==> config.mk <==
export PLATFORM = sky130hd
export DESIGN_NAME = sdram_cmd_tracker
export DESIGN_NICKNAME = d
export VERILOG_FILES = /design/src/rtl/sdr_pkg.sv /design/src/rtl/sdr_cmd_decode.sv /design/src/rtl/sdr_bank_slot.sv /design/src/rtl/sdr_pd_ctrl.sv /design/src/rtl/sdram_cmd_tracker.sv
export SDC_FILE = /design/constraint.sdc
export NUM_CORES = 1
export LEC_CHECK = 0
export CAP_MARGIN = 20
export CORE_ASPECT_RATIO = 1.5
export CORE_UTILIZATION = 45
export CTS_CLUSTER_DIAMETER = 100
export DETAILED_ROUTE_END_ITERATION = 7
export PLACE_DENSITY = 0.78
export RECOVER_POWER = 100
export SKIP_CTS_REPAIR_TIMING = 1
export SLEW_MARGIN = 0
export SYNTH_ARGS = -nofsm -noshare
export SYNTH_HDL_FRONTEND = slang
export SYNTH_SLANG_ARGS = --single-unit
==> constraint.sdc <==
create_clock -name clk -period 4.9 [get_ports clk]
set_input_delay 1.225 -clock clk [delete_from_list [all_inputs] [get_ports clk]]
set_output_delay 1.225 -clock clk [all_outputs]
set_load 0.03 [all_outputs]
==> src/rtl/sdr_pkg.sv <==
// Shared types for the SDRAM command tracker.
package sdr_pkg;
    typedef enum logic [2:0] {
        CMD_NOP,
        CMD_ACT,
        CMD_PRE,
        CMD_RD,
        CMD_WR,
        CMD_MRS
    } sdr_cmd_e;
endpackage

==> src/rtl/sdr_cmd_decode.sv <==
// Combinational strobe decoder.
// Assumes all strobes are active low and already sampled on the clock.
// Refresh, burst stop and the idle pattern all collapse to NOP.
module sdr_cmd_decode
    import sdr_pkg::*;
(
    input  logic     cs_n,
    input  logic     ras_n,
    input  logic     cas_n,
    input  logic     we_n,
    output sdr_cmd_e cmd
);
    // Map the strobe pattern onto a command.
    always_comb begin
        cmd = CMD_NOP;
        if (!cs_n) begin
            case ({ras_n, cas_n, we_n})
                3'b011:  cmd = CMD_ACT;
                3'b010:  cmd = CMD_PRE;
                3'b101:  cmd = CMD_RD;
                3'b100:  cmd = CMD_WR;
                3'b000:  cmd = CMD_MRS;
                default: cmd = CMD_NOP;
            endcase
        end
    end
endmodule

==> src/rtl/sdr_bank_slot.sv <==
// State of one bank: the open flag and the open row.
// Assumes open and close are never asserted together for the same slot.
module sdr_bank_slot #(
    parameter int ADDR_W = 12
) (
    input  logic              clk,
    input  logic              rst_n,
    input  logic              open_i,
    input  logic              close_i,
    input  logic [ADDR_W-1:0] row_i,
    output logic              active_o,
    output logic [ADDR_W-1:0] row_o
);
    // Open the bank with a new row, or close it.
    always_ff @(posedge clk) begin
        if (!rst_n) begin
            active_o <= 1'b0;
            row_o    <= '0;
        end else if (open_i) begin
            active_o <= 1'b1;
            row_o    <= row_i;
        end else if (close_i) begin
            active_o <= 1'b0;
        end
    end
endmodule

==> src/rtl/sdr_pd_ctrl.sv <==
// Clock-enable suspend and power-down tracking.
// en_o is high when the current edge may act, which is when the previous edge
// sampled cke high. Power-down is entered only at a processed edge that leaves
// every bank idle.
module sdr_pd_ctrl (
    input  logic clk,
    input  logic rst_n,
    input  logic cke,
    input  logic idle_next,
    output logic en_o,
    output logic pd_o
);
    // Remember the last cke sample and track power-down.
    always_ff @(posedge clk) begin
        if (!rst_n) begin
            en_o <= 1'b1;
            pd_o <= 1'b0;
        end else begin
            en_o <= cke;
            if (cke)
                pd_o <= 1'b0;
            else if (en_o && idle_next)
                pd_o <= 1'b1;
        end
    end
endmodule

==> src/rtl/sdram_cmd_tracker.sv <==
// Device-side SDRAM command decoder and bank tracker.
// Decodes the strobes sampled at each edge and keeps the per-bank open rows.
// Captures column access details and the mode opcode.
// Assumes NUM_BANKS is a power of two and AP_BIT < ADDR_W.
module sdram_cmd_tracker
    import sdr_pkg::*;
#(
    parameter int NUM_BANKS = 4,
    parameter int ADDR_W    = 12,
    parameter int COL_W     = 9,
    parameter int AP_BIT    = 10,
    localparam int BA_W     = $clog2(NUM_BANKS)
) (
    input  logic                        clk,
    input  logic                        rst_n,
    input  logic                        cke,
    input  logic                        cs_n,
    input  logic                        ras_n,
    input  logic                        cas_n,
    input  logic                        we_n,
    input  logic [BA_W-1:0]             ba,
    input  logic [ADDR_W-1:0]           addr,
    output logic                        act_stb,
    output logic                        pre_stb,
    output logic                        rd_stb,
    output logic                        wr_stb,
    output logic                        mrs_stb,
    output logic                        illegal,
    output logic [NUM_BANKS-1:0]        bank_active,
    output logic [NUM_BANKS*ADDR_W-1:0] open_rows,
    output logic [BA_W-1:0]             sel_bank,
    output logic [ADDR_W-1:0]           sel_row,
    output logic [COL_W-1:0]            sel_col,
    output logic                        auto_close,
    output logic [ADDR_W-1:0]           mode_q,
    output logic                        pwr_down
);
    sdr_cmd_e             cmd;
    logic                 en;
    logic                 tgt_active;
    logic                 is_col;
    logic                 bad;
    logic                 flag;
    logic [NUM_BANKS-1:0] open_v;
    logic [NUM_BANKS-1:0] close_v;
    logic [NUM_BANKS-1:0] next_active;
    logic [ADDR_W-1:0]    tgt_row;

    sdr_cmd_decode u_dec (
        .cs_n (cs_n),
        .ras_n(ras_n),
        .cas_n(cas_n),
        .we_n (we_n),
        .cmd  (cmd)
    );

    // Check the target bank and work out the per-bank open and close requests.
    always_comb begin
        tgt_active = bank_active[ba];
        tgt_row    = open_rows[ba*ADDR_W +: ADDR_W];
        flag       = addr[AP_BIT];
        is_col     = (cmd == CMD_RD) || (cmd == CMD_WR);
        bad        = (is_col && !tgt_active) || (cmd == CMD_ACT && tgt_active);
        for (int i = 0; i < NUM_BANKS; i++) begin
            open_v[i]  = en && cmd == CMD_ACT && !tgt_active && ba == BA_W'(i);
            close_v[i] = en && ((cmd == CMD_PRE && (flag || ba == BA_W'(i))) ||
                                (is_col && tgt_active && flag && ba == BA_W'(i)));
        end
        next_active = (bank_active & ~close_v) | open_v;
    end

    generate
        for (genvar g = 0; g < NUM_BANKS; g++) begin : g_bank
            sdr_bank_slot #(.ADDR_W(ADDR_W)) u_slot (
                .clk     (clk),
                .rst_n   (rst_n),
                .open_i  (open_v[g]),
                .close_i (close_v[g]),
                .row_i   (addr),
                .active_o(bank_active[g]),
                .row_o   (open_rows[g*ADDR_W +: ADDR_W])
            );
        end
    endgenerate

    sdr_pd_ctrl u_pd (
        .clk      (clk),
        .rst_n    (rst_n),
        .cke      (cke),
        .idle_next(~|next_active),
        .en_o     (en),
        .pd_o     (pwr_down)
    );

    // One-cycle strobes for accepted commands and for misuse.
    always_ff @(posedge clk) begin
        if (!rst_n) begin
            act_stb <= 1'b0;
            pre_stb <= 1'b0;
            rd_stb  <= 1'b0;
            wr_stb  <= 1'b0;
            mrs_stb <= 1'b0;
            illegal <= 1'b0;
        end else begin
            act_stb <= en && cmd == CMD_ACT && !bad;
            pre_stb <= en && cmd == CMD_PRE;
            rd_stb  <= en && cmd == CMD_RD && !bad;
            wr_stb  <= en && cmd == CMD_WR && !bad;
            mrs_stb <= en && cmd == CMD_MRS;
            illegal <= en && bad;
        end
    end

    // Selection registers and the mode opcode, held on frozen edges.
    always_ff @(posedge clk) begin
        if (!rst_n) begin
            sel_bank   <= '0;
            sel_row    <= '0;
            sel_col    <= '0;
            auto_close <= 1'b0;
            mode_q     <= '0;
        end else if (en && !bad) begin
            case (cmd)
                CMD_ACT: begin
                    sel_bank <= ba;
                    sel_row  <= addr;
                end
                CMD_PRE: sel_bank <= ba;
                CMD_RD, CMD_WR: begin
                    sel_bank   <= ba;
                    sel_row    <= tgt_row;
                    sel_col    <= addr[COL_W-1:0];
                    auto_close <= flag;
                end
                CMD_MRS: mode_q <= addr;
                default: ;
            endcase
        end
    end
endmodule

==> flow_metrics.tcl, run 1 <==
set metrics [dict create \
    critPathLaunchType "input port" \
    path_delay_family "buffers and inverters" \
    io_pins 116 \
    clock_sinks 96 \
    overflow 0 \
    crit_arrival_ns 4.33 \
    antenna_cells 0 \
    fmax_mhz 248 \
    num_vias 3344 \
    slowest_delay_ns 0.90 \
    layout-drive-gt1-share_pct 7.39 \
    drt-total-wl_um 11100 \
    synth.distinct_cells 41 \
    criticalPathCategory "input port to flop" \
    maxCapViolCount 0 \
    setup_viol 0 \
    critical_path_buf_inv_count 3 \
    first_global_vias 3404 \
    synth-edff-count 0 \
    syn2layout_area_growth_pct 33.4 \
    grt_start_max_net_pins 80 \
    synth_nets 431 \
    ys.flop_type "dfxtp_1" \
    yosysWarnings 0 \
    stdcell_area_um2 5630 \
    dr.pass1.iters 4 \
    avgRoutedWirePerCell_um 17.8 \
    initial_utilization_pct 47.0 \
    hold_path_class "flop to flop" \
    path_cells "dlygate4sd3_1, clkbuf_1, nand4_1, clkbuf_1, o221ai_1, a211oi_1, a32o_1" \
    period_share_pct 82.5 \
    ant_nets 0 \
    vias_per_cell 5.36 \
    dpl.hpwl_um 7860 \
    status "finished clean" \
    initialDrtViolationCount 211 \
    layout.nets 530 \
    synth_seq_area_share_pct 45.6 \
    crit_fanout 13 \
    dpl_cell_area_um2 5380 \
    io_buffers 115 \
    ys_ff_latch 96 \
    grt_pass1_wl_um 17600 \
    h-tree-depth 3 \
    irDropWorstVdd_v 0.000226 \
    clk_pin_slew_ns 0.06 \
    synth_area_um2 4220 \
    rsz0062_at_grt "no" \
    required_ns 5.19 \
    die_h_um 121 \
    critPathCaptureType "flop" \
    synth_cells 410 \
    clock_latency_ns 0.34 \
    core_um2 8990 \
    antenna_found_initial 0 \
    relSlewSlack_pct 19.7 \
    routabilityCongestion 0.857 \
    power_density_nw_per_um2 286 \
    multi_input_area_um2 2100 \
    async_flop_share_pct 0 \
    fp.dieW_um 81.1 \
    ff_latch_area_um2 1920 \
    worst_slew_pin_slew_ns 1.21 \
    cts_tree "built" \
    fill_cells 753 \
    slowest_stage "clkbuf_1" \
    leakagePower_nw 2.67 \
    drv_slew 0 \
    skew_ns 0.00555 \
    cts_buffers 9 \
    rows 42 \
    finalSetupTns_ns 0 \
    clockRootBuffer "clkbuf_16" \
    die_area_um2 9780 \
    finalHoldViolCount 0 \
    crit_top_cell "clkbuf_1" \
    drc 0 \
    cts.path.max_buffers 2 \
    syn_avg_cell_area_um2 10.3 \
    track_usage_pct 24.2 \
    min_period_ns 4.04 \
]
==> flip-flops by register name, indices dropped and copies added (netlist names), 2 cells and up <==
signal / flops
g_bank.u_slot.active_o: 4
g_bank.u_slot.row_o: 48
mode_q: 12
sel_bank: 2
sel_col: 9
sel_row: 12
==> cells in the mapped netlist (all sizes together) (3+ instances only) <==
library cell  count  area share (%)
mux2i            60              14
nand3             6            0.83
clkbuf           14             1.2
o21ai             4            0.56
nor2              6            0.53
a21boi           24             4.3
o211a            12             2.8
inv               4            0.36
and3              3            0.44
nor2b            56             8.3
nor3              4            0.59
nand2            66             6.0
buf              19             2.8
dfxtp            96              46
mux4             13             6.9
==> worst register-to-register path, cell delays in order (launching register included) <==
cell and delay [ns]:
dfxtp_1 0.39, and4bb_1 0.27, nand4_1 0.12, clkbuf_1 0.90
o221ai_1 0.34, a211oi_1 0.33, a32o_1 0.20
==> path summary, 6_finish.rpt <==
check / slack, ns / from / cells past startpoint / end
worst min register to register: 0.48 / g_bank[2].u_slot.row_o[9] / 2 / g_bank[2].u_slot.row_o[9]
worst min-delay path: 0.48 / g_bank[2].u_slot.row_o[9] / 2 / g_bank[2].u_slot.row_o[9]
worst max register to register: 2.29 / u_pd.en_o / 6 / u_pd.pd_o
worst max-delay path: 0.86 / ba[0] / 7 / u_pd.pd_o
==> placed cells by master, fill, tap and decap left out, drive strengths merged <==
master	synthesis	layout
dlygate4sd3	0	99
nor3b	2	2
nor2b	56	56
a31oi	1	1
clkbuf	14	13
dfxtp	96	96
o21ai	4	4
or3	2	2
a32oi	1	1
o21a	1	1
buf	19	5
and3	3	3
o211ai	1	1
a21boi	24	24
clkinvlp	0	1
o21bai	1	1
nand2	66	66
mux2i	60	60
and3b	1	1
nand4	1	1
inv	4	5
nor2	6	6
nor3	4	4
o221a	1	1
o211a	12	12
clkinv	0	3
a32o	2	2
clkdlybuf4s50	0	15
a21oi	1	1
nor4	2	2
and4bb	1	1
mux4	13	13
nand2b	1	1
and2	2	2
a211oi	1	1
nand3	6	6
o221ai	1	1
==> area by class of cell <==
class                      count  area share [%]
clock buffer                  11            4.31
clock inverter                 5           0.556
inverter                       4           0.267
multi-input combinational    277            37.3
sequential                    96            34.1
tap                          110            2.44
timing repair buffer         121            21.0
==> cells by family after synthesis <==
logic type             synth area share, %
AO/OA/AOI/OAI                         9.93
buffers and inverters                 4.39
flip-flops                            45.6
multiplexers                          21.2
AND/OR/NAND/NOR                       19.0
==> metal layers <==
| metal | GRT usage, % | wire, um | share of wire [%] |
|---|---|---|---|
| met1 | 28.1 | 4470 | 40 |
| met3 | 7.62 | 755 | 6.8 |
| met2 | 40.1 | 5550 | 50 |
| met4 | 10.6 | 299 | 2.7 |
| met5 | 0 | 0 | 0 |
==> metrics by stage <==
stage          hold slack [ns]  cells  power [mW]  util, %  worst slack [ns]
3_5_place_dp             0.480    608       0.981     59.9              1.06
3_3_place_gp             0.461    608       0.978     59.9              1.14
5_1_grt                  0.505    624        1.66     62.6             0.747
2_1_floorplan            0.524    410       0.916        -              2.25
6_report                 0.481    624        1.61     62.6             0.860
4_1_cts                  0.489    624        1.62     62.9              1.42
==> where the power goes <==
group          leakage (nW)  internal, mW  switching, mW  total (mW)
clock                 0.136         0.357          0.293       0.650
sequential            0.775         0.793        0.00956       0.802
combinational          1.76        0.0659         0.0890       0.155
total                  2.67          1.22          0.391        1.61
Power figures use the tool's default switching activity.
==> inputs of run 2 (changes only) <==
--- a/config.mk
+++ b/config.mk
@@ -7,7 +7,7 @@
 export LEC_CHECK = 0
 export CAP_MARGIN = 20
 export CORE_ASPECT_RATIO = 1.5
-export CORE_UTILIZATION = 45
+export CORE_UTILIZATION = 43
 export CTS_CLUSTER_DIAMETER = 100
 export DETAILED_ROUTE_END_ITERATION = 7
 export PLACE_DENSITY = 0.78
==> constraint.sdc (replaced) <==
create_clock -name clk -period 3.5 [get_ports clk]
set_input_delay 0.875 -clock clk [delete_from_list [all_inputs] [get_ports clk]]
set_output_delay 0.875 -clock clk [all_outputs]
set_load 0.03 [all_outputs]
==> flow_metrics.tcl, run 2 (synthesis gave the netlist of run 1 again) <==
set metrics [dict create \
    reg.largest.list "g_bank.u_slot.row_o (48), mode_q (12), sel_row (12)" \
    layout_commonest_cell "dlygate4sd3_1" \
    antenna_found_initial 0 \
    crit_fanout 22 \
    required_ns 3.75 \
    rows 43 \
    first_global_vias 3485 \
    finalSetupTns_ns 0 \
    maxCapViolCount 0 \
    grt_pass1_wl_um 18200 \
    clock_sinks 96 \
    syn2layout_area_growth_pct 35.6 \
    routabilityCongestion 0.859 \
    period_share_pct 83.5 \
    layout.nets 537 \
    regMostFlops "g_bank.u_slot.row_o" \
    overflow 0 \
    clockRootBuffer "clkbuf_16" \
    skew_ns 0.00583 \
    min_period_ns 2.92 \
    largest_register_ffs 48 \
    grt_start_max_net_pins 57 \
    p_total_mw 2.40 \
    setup_viol 0 \
    dr.pass1.iters 4 \
    criticalPathCategory "input port to flop" \
    critPathLaunchType "input port" \
    initialDrtViolationCount 170 \
    core_um2 9360 \
    antenna_cells 0 \
    rsz0062_at_grt "no" \
    layout-drive-gt1-share_pct 8.45 \
    critPathCaptureType "flop" \
    drc 0 \
    ant_nets 0 \
    cts.path.max_buffers 2 \
    final_cell_mix "97 x dlygate4sd3_1, 96 x dfxtp_1, 65 x nand2_1, 60 x mux2i_1, 56 x nor2b_1" \
    leakagePower_nw 2.71 \
    die_area_um2 10200 \
    vias_per_cell 5.48 \
    dpl.hpwl_um 8010 \
    relSlewSlack_pct 14.6 \
    irDropWorstVdd_v 0.000322 \
    crit_arrival_ns 3.18 \
    io_pins 116 \
    worst_slew_pin_slew_ns 1.28 \
    fin_util_pct 61.1 \
    num_vias 3469 \
    drv_slew 0 \
    clock_latency_ns 0.34 \
    h-tree-depth 3 \
    dpl_cell_area_um2 5440 \
    fmax_mhz 342 \
    hold_path_class "flop to flop" \
    io_buffers 115 \
    cts_buffers 9 \
    initial_utilization_pct 45.1 \
    cts_tree "built" \
    clk_pin_slew_ns 0.06 \
    status "finished clean" \
    fin_ws_ns 0.578 \
    avgRoutedWirePerCell_um 18.0 \
    track_usage_pct 22.9 \
    power_density_nw_per_um2 419 \
    die_h_um 123 \
    fp.dieW_um 82.9 \
    place_ws_ns 0.445 \
    finalHoldViolCount 0 \
    drt-total-wl_um 11400 \
    stdcell_area_um2 5720 \
]
-- run 2: routing by layer --
| metal | track usage, % | vias up | wire (um) |
|---|---|---|---|
| met4 | 11.5 | 0 | 234 |
| met1 | 26.0 | 1690 | 4540 |
| met3 | 5.34 | 20 | 766 |
| met5 | 0 | - | 0 |
| li1 | - | 1624 | - |
| met2 | 40.2 | 135 | 5880 |
-- run 2: path summary, 6_finish.rpt --
check / start / slack [ns] / cells after the start / to
max: ba[1] / 0.58 / 6 / g_bank[0].u_slot.row_o[8]
max reg2reg: u_pd.en_o / 1.43 / 6 / g_bank[0].u_slot.row_o[8]
min: u_pd.pd_o / 0.48 / 1 / u_pd.pd_o
min reg2reg: u_pd.pd_o / 0.48 / 1 / u_pd.pd_o
-- run 2: where the power goes --
part / internal, mW / switching [mW]
Sequential: 1.11 / 0.0133
Clock: 0.644 / 0.412
Combinational: 0.0949 / 0.125
Total: 1.85 / 0.550
-- run 2: final cells by class --
type / count / area [um2]
repair buffers: 128 / 1230
well taps: 112 / 140
multi-input cells: 277 / 2090
clock buffers: 11 / 243
flip-flops and latches: 96 / 1920
clock inverters: 5 / 80.1
inverters: 4 / 15.0
fillers: 815 / 3640
-- run 2: worst max-delay path: stages --
cell and delay [ns]:
dlygate4sd3_1 0.58, clkbuf_2 0.42, nor4_1 0.38, clkbuf_1 0.56, nand2_1 0.13, a21boi_0 0.22
-- run 2: per-stage QoR --
stage	instances	hold slack, ns
after floorplan	410	0.524
after global placement	617	0.455
after detailed placement	617	0.472
after CTS	633	0.482
after global routing	633	0.515
final	633	0.478
